===== config.mk =====
export PLATFORM = sky130hd
export DESIGN_NAME = eep_pin_arbiter
export DESIGN_NICKNAME = d
export VERILOG_FILES = /design/src/rtl/eep_pkg.sv /design/src/rtl/eep_ctrl_reg.sv /design/src/rtl/eep_read_seq.sv /design/src/rtl/eep_pin_mux.sv /design/src/rtl/eep_pin_arbiter.sv
export SDC_FILE = /design/constraint.sdc
export NUM_CORES = 1
export LEC_CHECK = 0
export ABC_AREA = 1
export BUFFER_PORTS_ARGS = -buffer_cell sky130_fd_sc_hd__buf_2
export CAP_MARGIN = 10
export CORE_MARGIN = 3
export CORE_UTILIZATION = 30
export DETAILED_ROUTE_END_ITERATION = 7
export GPL_ROUTABILITY_DRIVEN = 1
export GPL_TIMING_DRIVEN = 0
export PLACE_DENSITY_LB_ADDON = 0.2
export REMOVE_ABC_BUFFERS = 1
export SETUP_SLACK_MARGIN = 0.1
export SYNTH_ARGS = -nofsm -noshare
export SYNTH_HDL_FRONTEND = slang
export SYNTH_SLANG_ARGS = --single-unit

===== constraint.sdc =====
create_clock -name clk -period 4.2 [get_ports clk]
set_input_delay 0.42 -clock clk [delete_from_list [all_inputs] [get_ports clk]]
set_output_delay 0.42 -clock clk [all_outputs]
set_load 0.005 [all_outputs]

===== src/rtl/eep_pkg.sv =====
package eep_pkg;

    localparam int REG_W = 8;
    localparam int B_DAT = 0;
    localparam int B_CLK = 1;
    localparam int B_SEL = 2;
    localparam int B_ENA = 4;
    localparam int B_RRQ = 7;

    typedef enum logic [1:0] {
        RS_IDLE  = 2'd0,
        RS_AUTO  = 2'd1,
        RS_FULL  = 2'd2,
        RS_ABORT = 2'd3
    } rd_state_e;

    typedef struct packed {
        logic sel;
        logic sk;
        logic di;
        logic ena;
        logic rrq;
    } ctl_bits_t;

    typedef struct packed {
        logic cs;
        logic sk;
        logic di;
    } pin_drv_t;

endpackage


===== src/rtl/eep_ctrl_reg.sv =====
module eep_ctrl_reg
    import eep_pkg::*;
(
    input  logic             clk,
    input  logic             rst_n,
    input  logic             wr,
    input  logic [REG_W-1:0] wdata,
    input  logic             halt,
    input  logic             seq_active,
    input  logic             rd_clr,
    input  logic             ee_do,
    output ctl_bits_t        ctl,
    output logic [REG_W-1:0] rdata
);

    ctl_bits_t q, d;

    logic unused_wbits;
    assign unused_wbits = ^{wdata[6:5], wdata[3]};

    always_comb begin
        d = q;
        if (wr) begin
            d.sel = wdata[B_SEL];
            d.ena = wdata[B_ENA];
            if (halt) begin
                d.sk = wdata[B_CLK];
                d.di = wdata[B_DAT];
            end
            if (wdata[B_RRQ] && !q.rrq && !seq_active) begin
                d.rrq = 1'b1;
            end
        end
        if (rd_clr) begin
            d.rrq = 1'b0;
        end
    end

    always_ff @(posedge clk or negedge rst_n) begin
        if (!rst_n) begin
            q <= '{sel: 1'b0, sk: 1'b1, di: 1'b0, ena: 1'b0, rrq: 1'b0};
        end else begin
            q <= d;
        end
    end

    always_comb begin
        rdata        = '0;
        rdata[B_DAT] = ee_do;
        rdata[B_CLK] = q.sk;
        rdata[B_SEL] = q.sel;
        rdata[B_ENA] = q.ena;
        rdata[B_RRQ] = q.rrq;
    end

    assign ctl = q;


    halt_gate_chk: assert property (@(posedge clk) disable iff (!rst_n)
        (wr && !halt) |=> ($stable(q.sk) && $stable(q.di)));


    req_clear_chk: assert property (@(posedge clk) disable iff (!rst_n)
        rd_clr |=> !q.rrq);

endmodule


===== src/rtl/eep_read_seq.sv =====
module eep_read_seq
    import eep_pkg::*;
#(
    parameter int DIV       = 4,
    parameter int ABORT_CYC = 2
) (
    input  logic     clk,
    input  logic     rst_n,
    input  logic     rrq,
    input  logic     strap,
    input  logic     eng_done,
    input  logic     eng_pass,
    input  logic     eng_cs,
    input  logic     eng_di,
    output logic     active,
    output logic     eng_req,
    output logic     rd_clr,
    output pin_drv_t drv,
    output logic     valid
);

    localparam int PH_W = (DIV > 2) ? $clog2(DIV) : 1;
    localparam int NC_W = (ABORT_CYC > 1) ? $clog2(ABORT_CYC) : 1;
    localparam logic [PH_W-1:0] PH_MAX = PH_W'(DIV - 1);
    localparam logic [PH_W-1:0] PH_HALF = PH_W'(DIV / 2);
    localparam logic [NC_W-1:0] NC_MAX = NC_W'(ABORT_CYC - 1);

    typedef struct packed {
        rd_state_e       st;
        logic [PH_W-1:0] ph;
        logic [NC_W-1:0] nc;
        logic            valid;
    } seq_t;

    seq_t q, d;
    logic ph_wrap;
    logic abort_end;

    always_comb begin
        d         = q;
        rd_clr    = 1'b0;
        abort_end = 1'b0;
        ph_wrap   = (q.ph == PH_MAX);
        case (q.st)
            RS_IDLE: begin
                d.ph = '0;
                d.nc = '0;
                if (rrq) begin
                    d.st = strap ? RS_FULL : RS_ABORT;
                end
            end
            RS_AUTO, RS_FULL: begin
                d.ph = ph_wrap ? '0 : q.ph + 1'b1;
                if (eng_done) begin
                    d.st    = RS_IDLE;
                    d.valid = eng_pass;
                    rd_clr  = (q.st == RS_FULL);
                end
            end
            RS_ABORT: begin
                d.ph = ph_wrap ? '0 : q.ph + 1'b1;
                if (ph_wrap) begin
                    if (q.nc == NC_MAX) begin
                        d.st      = RS_IDLE;
                        d.valid   = 1'b0;
                        rd_clr    = 1'b1;
                        abort_end = 1'b1;
                    end else begin
                        d.nc = q.nc + 1'b1;
                    end
                end
            end
            default: d.st = RS_IDLE;
        endcase
    end

    always_ff @(posedge clk or negedge rst_n) begin
        if (!rst_n) begin
            q <= '{st: RS_AUTO, ph: '0, nc: '0, valid: 1'b0};
        end else begin
            q <= d;
        end
    end

    always_comb begin
        drv = '0;
        if (q.st != RS_IDLE) begin
            drv.sk = (q.ph >= PH_HALF);
            drv.cs = (q.st == RS_ABORT) ? 1'b1 : eng_cs;
            drv.di = (q.st == RS_ABORT) ? 1'b0 : eng_di;
        end
    end

    assign active  = (q.st != RS_IDLE);
    assign eng_req = rst_n && ((q.st == RS_AUTO) || (q.st == RS_FULL));
    assign valid   = q.valid;


    sk_rise_phase_chk: assert property (@(posedge clk) disable iff (!rst_n)
        (active && $rose(drv.sk)) |-> (q.ph == PH_HALF));


    abort_invalid_chk: assert property (@(posedge clk) disable iff (!rst_n)
        abort_end |=> (!q.valid && q.st == RS_IDLE));


    full_result_chk: assert property (@(posedge clk) disable iff (!rst_n)
        (q.st == RS_FULL && eng_done) |=> (q.valid == $past(eng_pass)));


    abort_no_req_chk: assert property (@(posedge clk) disable iff (!rst_n)
        (q.st == RS_ABORT) |-> !eng_req);

endmodule


===== src/rtl/eep_pin_mux.sv =====
module eep_pin_mux
    import eep_pkg::*;
(
    input  logic     rst_n,
    input  logic     rd_busy,
    input  pin_drv_t rd_drv,
    input  logic     bb_ena,
    input  logic     bb_sel,
    input  logic     bb_sk,
    input  logic     bb_di,
    input  logic     led1,
    input  logic     led0,
    output logic     cs,
    output logic     sk,
    output logic     sk_oe,
    output logic     di,
    output logic     di_oe
);

    always_comb begin
        cs    = 1'b0;
        sk    = 1'b0;
        di    = 1'b0;
        sk_oe = 1'b1;
        di_oe = 1'b1;
        if (!rst_n) begin
            sk_oe = 1'b0;
            di_oe = 1'b0;
        end else if (rd_busy) begin
            cs = rd_drv.cs;
            sk = rd_drv.sk;
            di = rd_drv.di;
        end else if (bb_ena) begin
            cs = bb_sel;
            sk = bb_sk;
            di = bb_di;
        end else begin
            sk = led1;
            di = led0;
        end
    end

endmodule


===== src/rtl/eep_pin_arbiter.sv =====
module eep_pin_arbiter
    import eep_pkg::*;
#(
    parameter int DIV       = 4,
    parameter int ABORT_CYC = 2
) (
    input  logic       clk,
    input  logic       rst_n,
    input  logic       reg_wr,
    input  logic [7:0] reg_wdata,
    output logic [7:0] reg_rdata,
    input  logic       halt_sts,
    input  logic       det_strap,
    input  logic       led1_in,
    input  logic       led0_in,
    output logic       eng_req,
    input  logic       eng_cs,
    input  logic       eng_di,
    input  logic       eng_done,
    input  logic       eng_pass,
    output logic       cfg_valid,
    output logic       ee_cs,
    output logic       ee_sk,
    output logic       ee_sk_oe,
    output logic       ee_di,
    output logic       ee_di_oe,
    input  logic       ee_do
);

    ctl_bits_t ctl;
    pin_drv_t  rd_drv;
    logic      seq_active;
    logic      rd_clr;
    logic      rd_busy;

    eep_ctrl_reg u_reg (
        .clk        (clk),
        .rst_n      (rst_n),
        .wr         (reg_wr),
        .wdata      (reg_wdata),
        .halt       (halt_sts),
        .seq_active (seq_active),
        .rd_clr     (rd_clr),
        .ee_do      (ee_do),
        .ctl        (ctl),
        .rdata      (reg_rdata)
    );

    eep_read_seq #(
        .DIV       (DIV),
        .ABORT_CYC (ABORT_CYC)
    ) u_seq (
        .clk      (clk),
        .rst_n    (rst_n),
        .rrq      (ctl.rrq),
        .strap    (det_strap),
        .eng_done (eng_done),
        .eng_pass (eng_pass),
        .eng_cs   (eng_cs),
        .eng_di   (eng_di),
        .active   (seq_active),
        .eng_req  (eng_req),
        .rd_clr   (rd_clr),
        .drv      (rd_drv),
        .valid    (cfg_valid)
    );

    assign rd_busy = seq_active || ctl.rrq;

    eep_pin_mux u_mux (
        .rst_n   (rst_n),
        .rd_busy (rd_busy),
        .rd_drv  (rd_drv),
        .bb_ena  (ctl.ena),
        .bb_sel  (ctl.sel),
        .bb_sk   (ctl.sk),
        .bb_di   (ctl.di),
        .led1    (led1_in),
        .led0    (led0_in),
        .cs      (ee_cs),
        .sk      (ee_sk),
        .sk_oe   (ee_sk_oe),
        .di      (ee_di),
        .di_oe   (ee_di_oe)
    );


    bitbang_own_chk: assert property (@(posedge clk) disable iff (!rst_n)
        (!rd_busy && ctl.ena) |-> (ee_cs == ctl.sel && ee_sk == ctl.sk && ee_di == ctl.di));


    led_mode_chk: assert property (@(posedge clk) disable iff (!rst_n)
        (!rd_busy && !ctl.ena) |-> (!ee_cs && ee_sk == led1_in && ee_di == led0_in));


    engine_own_chk: assert property (@(posedge clk) disable iff (!rst_n)
        eng_req |-> (ee_cs == eng_cs && ee_di == eng_di && ee_sk_oe && ee_di_oe));


    do_live_chk: assert property (@(posedge clk) disable iff (!rst_n)
        reg_rdata[B_DAT] == ee_do);

endmodule


== Word-level counts from Yosys, hierarchy flattened ==
Index checks and enable logic that the tools add are counted.
Storage, ports and cells
  register bits after elaboration: 11
  output and inout bits: 15
Operators by class
  $add $sub $neg: 2
  $lt $le $gt $ge: 1
  equal/unequal tests: 8
  multiplexer cells: 33
  reduce and logical (&&, ||, !) cells: 19
Operator list (count)
  $mux W1: 22
  $mux W2: 6
  $pmux W4 S3: 1
  $reduce_bool A2 Y1: 5
  $reduce_and A4 Y1: 2
  $eq A2 B2 Y1 const B: 3
  $pmux W1 S2: 3
  $reduce_and A2 Y1: 3
  $ne A2 B1 Y1 const B: 2
  $ne A2 B2 Y1 const B: 2
  $logic_and A1 B1 Y1: 3
  $mux W3: 1
  $add A2 B1 Y2 const B: 1
  $eq A2 B1 Y1 const B: 1
  $ge A2 B2 Y1 const B: 1
  $logic_not A1 Y1: 2
  $logic_not A2 Y1: 1
  $logic_or A1 B1 Y1: 2
  $reduce_or A2 Y1: 1
  $add A1 B1 Y1 const B: 1

== Longest topological paths before layout ==
Gate-level depths: netlist (run 1).
  depth after elaboration: 6
  depth in mapped cells: 8

== Cells and area by module ==
A second synthesis (run 1) with hierarchy kept.
Second synthesis, totals
  cells, all modules: 114
  area, all modules: 807.0 um2
Modules (own cells, without submodules)
  eep_read_seq: times used 1, cells each 60, area each 446.7 um2, seq. area each 151.4 um2
  eep_ctrl_reg: times used 1, cells each 31, area each 261.5 um2, seq. area each 126.4 um2
  eep_pin_mux: times used 1, cells each 20, area each 87.6 um2, seq. area each 0.0 um2
  eep_pin_arbiter: times used 1, cells each 3, area each 11.3 um2, seq. area each 0.0 um2

== Least setup slack after synthesis (run 1) ==
No wires, ideal clock.
  path kind: register to output
  from: register u_seq.q[4] in the netlist's numbering
  to: output port ee_cs
  arrival: 1109 ps
  path slack: 2671 ps
  stages on the path, launching flop included: 6
  cells stage by stage: dfstp_2 > inv_1 > ha_1 > inv_1 > o21ai_0 > a21oi_1
On the way
  word-level cells in the longest chain between the ends: 5
  elaborated cells between the ends (all ways): 7
  those cells by class: eq/ne: 1; mux: 4; reduce/logical: 2
Ends and longest elaborated chain
  start: declaration: RTL line eep_read_seq.sv:35  | seq_t q, d;
  start signal: assignment: RTL line eep_read_seq.sv:79  | q <= '{st: RS_AUTO, ph: '0, nc: '0, valid: 1'b0};
  $eq A2 B2 Y1: RTL line eep_read_seq.sv:89  | drv.cs = (q.st == RS_ABORT) ? 1'b1 : eng_cs;
  $mux W1: RTL line eep_read_seq.sv:89
  $mux W3: RTL line eep_read_seq.sv:87  | if (q.st != RS_IDLE) begin
  $mux W1 *: RTL line eep_pin_mux.sv:29  | end else if (rd_busy) begin
  $mux W1 *: RTL line eep_pin_mux.sv:26  | if (!rst_n) begin
  end: declaration: RTL line eep_pin_arbiter.sv:22  | output logic ee_cs,
Every way passes the cells marked *; elsewhere a longest branch is shown, timed or not.

== Final worst setup path (run 1) ==
  from: register u_seq.q[4] in the netlist's numbering
  to: output port ee_sk
On the way
  word-level cells in the longest chain between the ends: 4
  elaborated cells between the ends (all ways): 5
  those cells by class: mux: 3; reduce/logical: 2
Ends and longest elaborated chain
  $reduce_bool A2 Y1 *: RTL line eep_read_seq.sv:87, eep_read_seq.sv:94
  $mux W3 / $logic_or A1 B1 Y1 (equally long branches): RTL line eep_read_seq.sv:87, eep_pin_arbiter.sv:68
  $mux W1 *: RTL line eep_pin_mux.sv:29
  $mux W1 *: RTL line eep_pin_mux.sv:26
  end: declaration: RTL line eep_pin_arbiter.sv:23  | output logic ee_sk,
Marked as above.

==> results of run 1 <==
-- worst max-delay path by stage --
stage | startpoint | to | slack [ns] | depth (start not counted)
floorplan | u_seq.q[4] | ee_cs | 2.67 | 5
global placement | u_seq.q[4] | ee_sk | 2.48 | 6
detailed placement | u_seq.q[4] | ee_cs | 2.47 | 6
CTS | u_seq.q[4] | ee_cs | 2.16 | 6
global route | u_seq.q[4] | ee_sk | 2.07 | 6
finish | u_seq.q[4] | ee_sk | 2.17 | 6
-- final cells by class --
cell class | instances | area, sq um
clock buffer | 3 | 22.5
clock inverter | 1 | 5.00
fill | 251 | 1420
inverter | 21 | 78.8
multi-input combinational | 63 | 325
sequential | 11 | 278
tap | 28 | 35.0
timing repair buffer | 26 | 130
-- power by group through the flow --
| stage | clock [mW] | combinational [mW] | sequential [mW] |
|---|---|---|---|
| final | 0.0710 | 0.229 | 0.160 |
| after global routing | 0.0789 | 0.264 | 0.164 |
| after CTS | 0.0753 | 0.234 | 0.160 |
| after detailed placement | 0 | 0.232 | 0.162 |
| after global placement | 0 | 0.228 | 0.162 |
| after floorplan | 0 | 0.160 | 0.162 |
-- metal layers --
layer	up-vias	routed length (microns)
met5	-	0
li1	342	-
met3	0	69
met2	15	718
met1	287	632
met4	0	0
-- worst max-delay path: cells and delay by family (launching register included) --
kind / cells / cell delay [ns]
compound gates: 2 / 0.24
fa+ha+maj: 1 / 0.25
buf+inv: 3 / 0.31
flops: 1 / 0.54
-- state kept, by name (all words and copies together), names as in the netlist --
| name | cells |
|---|---|
| u_seq.valid | 1 |
| u_reg.ctl | 5 |
| u_seq.q | 5 |
-- stage by stage --
step	setup slack, ns	total power, mW	std cells	area (sq um)
finish	2.17	0.460	153	875
CTS	2.16	0.469	153	875
global route	2.07	0.508	153	875
floorplan	2.67	0.321	95	682
detailed placement	2.47	0.395	149	847
global placement	2.48	0.391	149	847
-- synth_stat cells, drive strengths merged --
| cell | instances | area share [%] |
|---|---|---|
| nor3 | 1 | 0.67 |
| ha | 6 | 10 |
| dfstp | 2 | 7.0 |
| nand3 | 5 | 3.3 |
| a21oi | 6 | 4.0 |
| nor2 | 7 | 3.5 |
| conb | 1 | 0.50 |
| o21ai | 7 | 4.7 |
| dfrtp | 9 | 30 |
| inv | 21 | 11 |
| nand2 | 27 | 14 |
| mux2 | 1 | 1.5 |
| buf | 10 | 10 |
-- cells by family (layout without fill, tap and decap cells) --
kind of cell	after synthesis	in the layout	share of synthesized area, %
other	1	3	0.500
AND/OR/NAND/NOR	40	40	21.7
buffers and inverters	31	51	20.5
multiplexers	1	1	1.50
flip-flops	11	11	37.1
AO/OA/AOI/OAI	13	13	8.68
adder cells (fa/ha/maj)	6	6	10.0
==> impl_summary.txt, run 1 <==
----------------------------------------------------
[STA]
  Highest clock frequency the design can meet ... 492 MHz
  Number of slew-limit violations in the final report ... 0
  Period utilisation layout ... 48.4%
  Total Neg Setup Slack ... 0 ns
  Count of final hold-check violations ... 0
  Final setup skew ... 0.00545 ns
  Setup repair after global routing missed its margin ... no
  # setup viols final ... 0
  Worst hold-check slack ... 0.0299 ns
  Final critical-path required period ... 2.03 ns

[Clock tree]
  Clk Tree Root Cell ... sky130_fd_sc_hd__clkbuf_4
  Postcts setup bufs ... 0
  Number of buffers created by CTS ... 3
  H-tree depth ... 1
  PostCTS Resize Cnt ... 0
  Hold_buf cts ... 0
  Clock-pin slew on the worst setup and hold paths ... 0.07 ns
  CTS tree ... yes
  Worst skew pair latency ... 0.27 ns
  Buffer levels on the longest clock path ... 2
  Number of clock sinks seen by CTS ... 11

[Routing]
  Routed wirelength normalized by instance count ... 9.28 microns
  Number of DRC violations after detailed routing ... 0
  Number of vias per cell after detailed routing ... 4.21
  Number of vias after detailed routing ... 644
  Number of violations reported at the end of detailed-routing iteration 0 ... 4
  Total Wirelength ... 1.42 mm
  Pre-antenna DRT Iters ... 4
  Routed Antenna Nets ... 0

[Setup path]
  Worst endpoint required time ... 3.78 ns
  Slowest Stage Delay on Critical Path ... 0.54 ns
  Worst Setup Path Type ... flip-flop to primary output
  Critical register-to-register path endpoint ... u_seq.q[5]
  Critical-path maximum fanout ... 4
  Worst reg2reg path startpoint ... u_seq.q[4]
  R2r worst-path depth ... 6
  Critical path, cell by cell ... inv_1, ha_1, inv_1, o21ai_0, a21oi_1, buf_2
  Critical path arrival ... 1.61 ns
  Register-to-Register Setup Slack ... 2.77 ns
  Endpoint kind of the worst setup timing path ... primary output
  Worst path most repeated cell ... sky130_fd_sc_hd__inv_1
  Type of origin of the critical path ... flip-flop
  Library cell contributing the largest single delay on the critical path ... sky130_fd_sc_hd__dfstp_2

[Global routing]
  Leftover overflow at the end of global routing ... 0
  Via count of the first global-routing pass ... 550
  Grt met1 use ... 10.6%
  Total global-route track usage ... 9.06%
  Met3 track demand over resource in global routing ... 3.71%
  First-pass GRT wire length ... 2.26 mm
  Layer with the highest usage ... met2
  Met2 track demand over resource in global routing ... 14.9%
  Maximum number of pins on one net before global-route repair ... 16
  Antenna violations before repair ... 0

[Layout]
  Leading cell types in the layout, fill and taps excluded ... 26 x sky130_fd_sc_hd__buf_2, 25 x sky130_fd_sc_hd__nand2_1, 20 x sky130_fd_sc_hd__inv_1
  Proportion of layout cells with a drive suffix above 1 ... 28.8%
  Antenna diodes ... 0
  Number of nets in the layout ... 152
  Utilization after layout ... 38.1%
  Layout overhead on the synthesized area ... 16.7%
  Leading cell type in the layout, fill and taps excluded ... sky130_fd_sc_hd__buf_2

[Yosys]
  Share of the yosys chip area belonging to registers ... 37.1%
  Mapped cell area ... 749 sq um
  Mapped Cells ... 103
  Synth Warn # ... 0
  Synthesis-stage register bit count ... 11
  Count of cell types in the netlist ... 16
  Mean area per synthesized cell ... 7.28 sq um

[Floorplanning]
  IO Count ... 35
  Initial core utilization ... 32.6%
  Die area ... 0.00313 sq mm
  Placement Rows ... 17
  Chip Width ... 56.0 microns
  Area inside the core boundary ... 0.00230 sq mm
  Chip Height ... 56.0 microns

[Place]
  Detail Placement HPWL ... 1.21 mm
  Placer's final routability congestion estimate ... 0.829
  Quantity of I/O buffers inserted on ports ... 26

[Power]
  Power per unit of standard cell area ... 526 mW/mm^2
  Internal cell power ... 268 uW
  Sequential share of power ... 34.7%
  Power share of the combinational group ... 49.8%
  Switching power total ... 192 uW
  Worst vdd ir ... 181 uV
  Leak Pwr ... 0.533 nW
  Sw Share ... 41.7%
  Relative contribution of the clock network to total power ... 15.4%

[Flow run]
  Number of violations of the max-capacitance limit ... 0

[Worst hold path]
  Hold Crit Class ... primary input to async pin

[Outcome]
  Status ... finished, final reports clean

----------------------------------------------------
Power figures use the tool's default switching activity.
==> run 2: changes to the inputs <==
Clock period 4.2 ns to 2.1 ns, I/O delays scaled along.
==> impl_summary.txt, run 2 (synthesis results as in run 1) <==
----------------------------------------------------
[Outcome]
  Status ... finished, final reports clean

[Setup path]
  Gate family responsible for the most delay along the worst path ... flip-flops
  Worst path most repeated cell ... sky130_fd_sc_hd__inv_1
  Critical register-to-register path endpoint ... u_seq.q[5]
  Worst Setup Path Type ... flip-flop to primary output
  Logic depth of the worst setup path including buffers ... 6
  Slowest Stage Delay on Critical Path ... 0.54 ns
  R2r worst-path depth ... 6
  Type of origin of the critical path ... flip-flop
  Critical path buffer and inverter count ... 3
  Endpoint kind of the worst setup timing path ... primary output
  Critical Path Sink ... ee_sk
  Worst reg2reg path startpoint ... u_seq.q[4]
  Register-to-Register Setup Slack ... 0.67 ns
  Worst endpoint required time ... 1.89 ns
  Timing startpoint of the critical path ... u_seq.q[4]
  Critical path arrival ... 1.61 ns
  Library cell contributing the largest single delay on the critical path ... sky130_fd_sc_hd__dfstp_2
  Critical-path maximum fanout ... 4
  Critical path, cell by cell ... inv_1, ha_1, inv_1, o21ai_0, a21oi_1, buf_2

[STA]
  Total Neg Setup Slack ... 0 ns
  # setup viols final ... 0
  Number of slew-limit violations in the final report ... 0
  Final critical-path required period ... 1.82 ns
  Final setup skew ... 0.00545 ns
  Highest clock frequency the design can meet ... 549 MHz
  Period utilisation layout ... 86.7%
  Setup repair after global routing missed its margin ... no
  Count of final hold-check violations ... 0
  Final setup margin ... 0.278 ns

[Floorplanning]
  Initial core utilization ... 32.6%
  IO Count ... 35
  Chip Width ... 56.0 microns
  Area inside the core boundary ... 0.00230 sq mm
  Chip Height ... 56.0 microns
  Die area ... 0.00313 sq mm
  Placement Rows ... 17

[Routing]
  Total Wirelength ... 1.43 mm
  Routed Antenna Nets ... 0
  Number of vias per cell after detailed routing ... 4.21
  Number of DRC violations after detailed routing ... 0
  Routed wirelength normalized by instance count ... 9.29 microns
  Pre-antenna DRT Iters ... 4
  Number of violations reported at the end of detailed-routing iteration 0 ... 4
  Number of vias after detailed routing ... 648

[Power]
  Relative contribution of the clock network to total power ... 15.4%
  Power share of the combinational group ... 49.9%
  Power per unit of standard cell area ... 1040 mW/mm^2
  Leak Pwr ... 0.537 nW
  Sw Share ... 41.6%
  Switching power total ... 384 uW
  Sequential share of power ... 34.7%
  Internal cell power ... 538 uW
  Worst vdd ir ... 362 uV

[Clock tree]
  Worst skew pair latency ... 0.27 ns
  CTS tree ... yes
  Number of clock sinks seen by CTS ... 11
  Number of buffers created by CTS ... 3
  H-tree depth ... 1
  Postcts setup bufs ... 0
  PostCTS Resize Cnt ... 0
  Hold_buf cts ... 1
  Clk Tree Root Cell ... sky130_fd_sc_hd__clkbuf_4
  Buffer levels on the longest clock path ... 2
  Clock-pin slew on the worst setup and hold paths ... 0.07 ns

[Layout]
  Register area ... 278 sq um
  Layout overhead on the synthesized area ... 18.0%
  Leading cell type in the layout, fill and taps excluded ... sky130_fd_sc_hd__buf_2
  Multi-input combinational cell area ... 325 sq um
  Proportion of layout cells with a drive suffix above 1 ... 28.6%
  Leading cell types in the layout, fill and taps excluded ... 26 x sky130_fd_sc_hd__buf_2, 25 x sky130_fd_sc_hd__nand2_1, 20 x sky130_fd_sc_hd__inv_1
  Area of all placed cells without fillers ... 885 sq um
  Count of fill cells added during filler insertion ... 252
  Number of nets in the layout ... 153
  Antenna diodes ... 0

[Flow run]
  Number of violations of the max-capacitance limit ... 0

[Global routing]
  Antenna violations before repair ... 0
  Leftover overflow at the end of global routing ... 0
  First-pass GRT wire length ... 2.29 mm
  Maximum number of pins on one net before global-route repair ... 16
  Via count of the first global-routing pass ... 560
  Total global-route track usage ... 9.16%

[Place]
  Quantity of I/O buffers inserted on ports ... 26
  Total cell area at the placement stage ... 847 sq um
  Placer's final routability congestion estimate ... 0.829
  Worst setup timing slack at the placement stage ... 0.583 ns
  Detail Placement HPWL ... 1.21 mm

[Worst hold path]
  Hold Crit Class ... primary input to flip-flop

----------------------------------------------------
==> run 2: cell types whose count changed in the layout (fill, tap and decap cells not counted), sizes merged <==
cell and delta:
dlygate4sd3 +1
==> run 2: worst min-delay path by stage <==
stage	slack (ns)	start	depth (start not counted)	to
final	0.14	det_strap	4	u_seq.q[4]
after CTS	0.13	det_strap	4	u_seq.q[4]
after detailed placement	0.12	rst_n	1	u_seq.valid
after global placement	0.12	rst_n	1	u_seq.valid
after global routing	0.13	det_strap	4	u_seq.q[4]
after floorplan	-0.09	rst_n	0	u_reg.ctl[0]
==> run 2: area by class of cell <==
type,instances,area share [%]
inverter,21,8.91
multi-input combinational,63,36.8
clock buffer,3,2.55
clock inverter,1,0.566
tap,28,3.96
timing repair buffer,27,15.8
sequential,11,31.4
==> run 2: per-layer routing <==
metal / vias to the layer above / GRT usage [%] / wire length (microns)
li1: 344 / - / -
met5: - / 0 / 0
met1: 289 / 10.6 / 637
met3: 0 / 3.71 / 69
met2: 15 / 15.2 / 723
met4: 0 / 3.05 / 0
==> run 2: power groups by stage <==
stage	Combinational (mW)	Sequential, mW	Clock, mW
floorplan	0.319	0.323	0
finish	0.460	0.320	0.142
global placement	0.457	0.324	0
CTS	0.469	0.320	0.151
detailed placement	0.465	0.324	0
global route	0.530	0.329	0.158
==> run 2: worst min-delay path, delay by kind of cell <==
| kind | cells | cell delay (ns) |
|---|---|---|
| simple gates | 3 | 0.13 |
| buf+inv | 1 | 0.08 |
==> run 2: stage by stage <==
| step | cells | hold slack, ns | total power [mW] | utilization (%) |
|---|---|---|---|---|
| CTS | 154 | 0.133 | 0.939 | 38.5 |
| finish | 154 | 0.142 | 0.921 | 38.5 |
| detailed placement | 149 | 0.121 | 0.789 | 36.9 |
| floorplan | 95 | -0.0856 | 0.642 | - |
| global placement | 149 | 0.117 | 0.781 | 36.9 |
| global route | 154 | 0.135 | 1.02 | 38.5 |
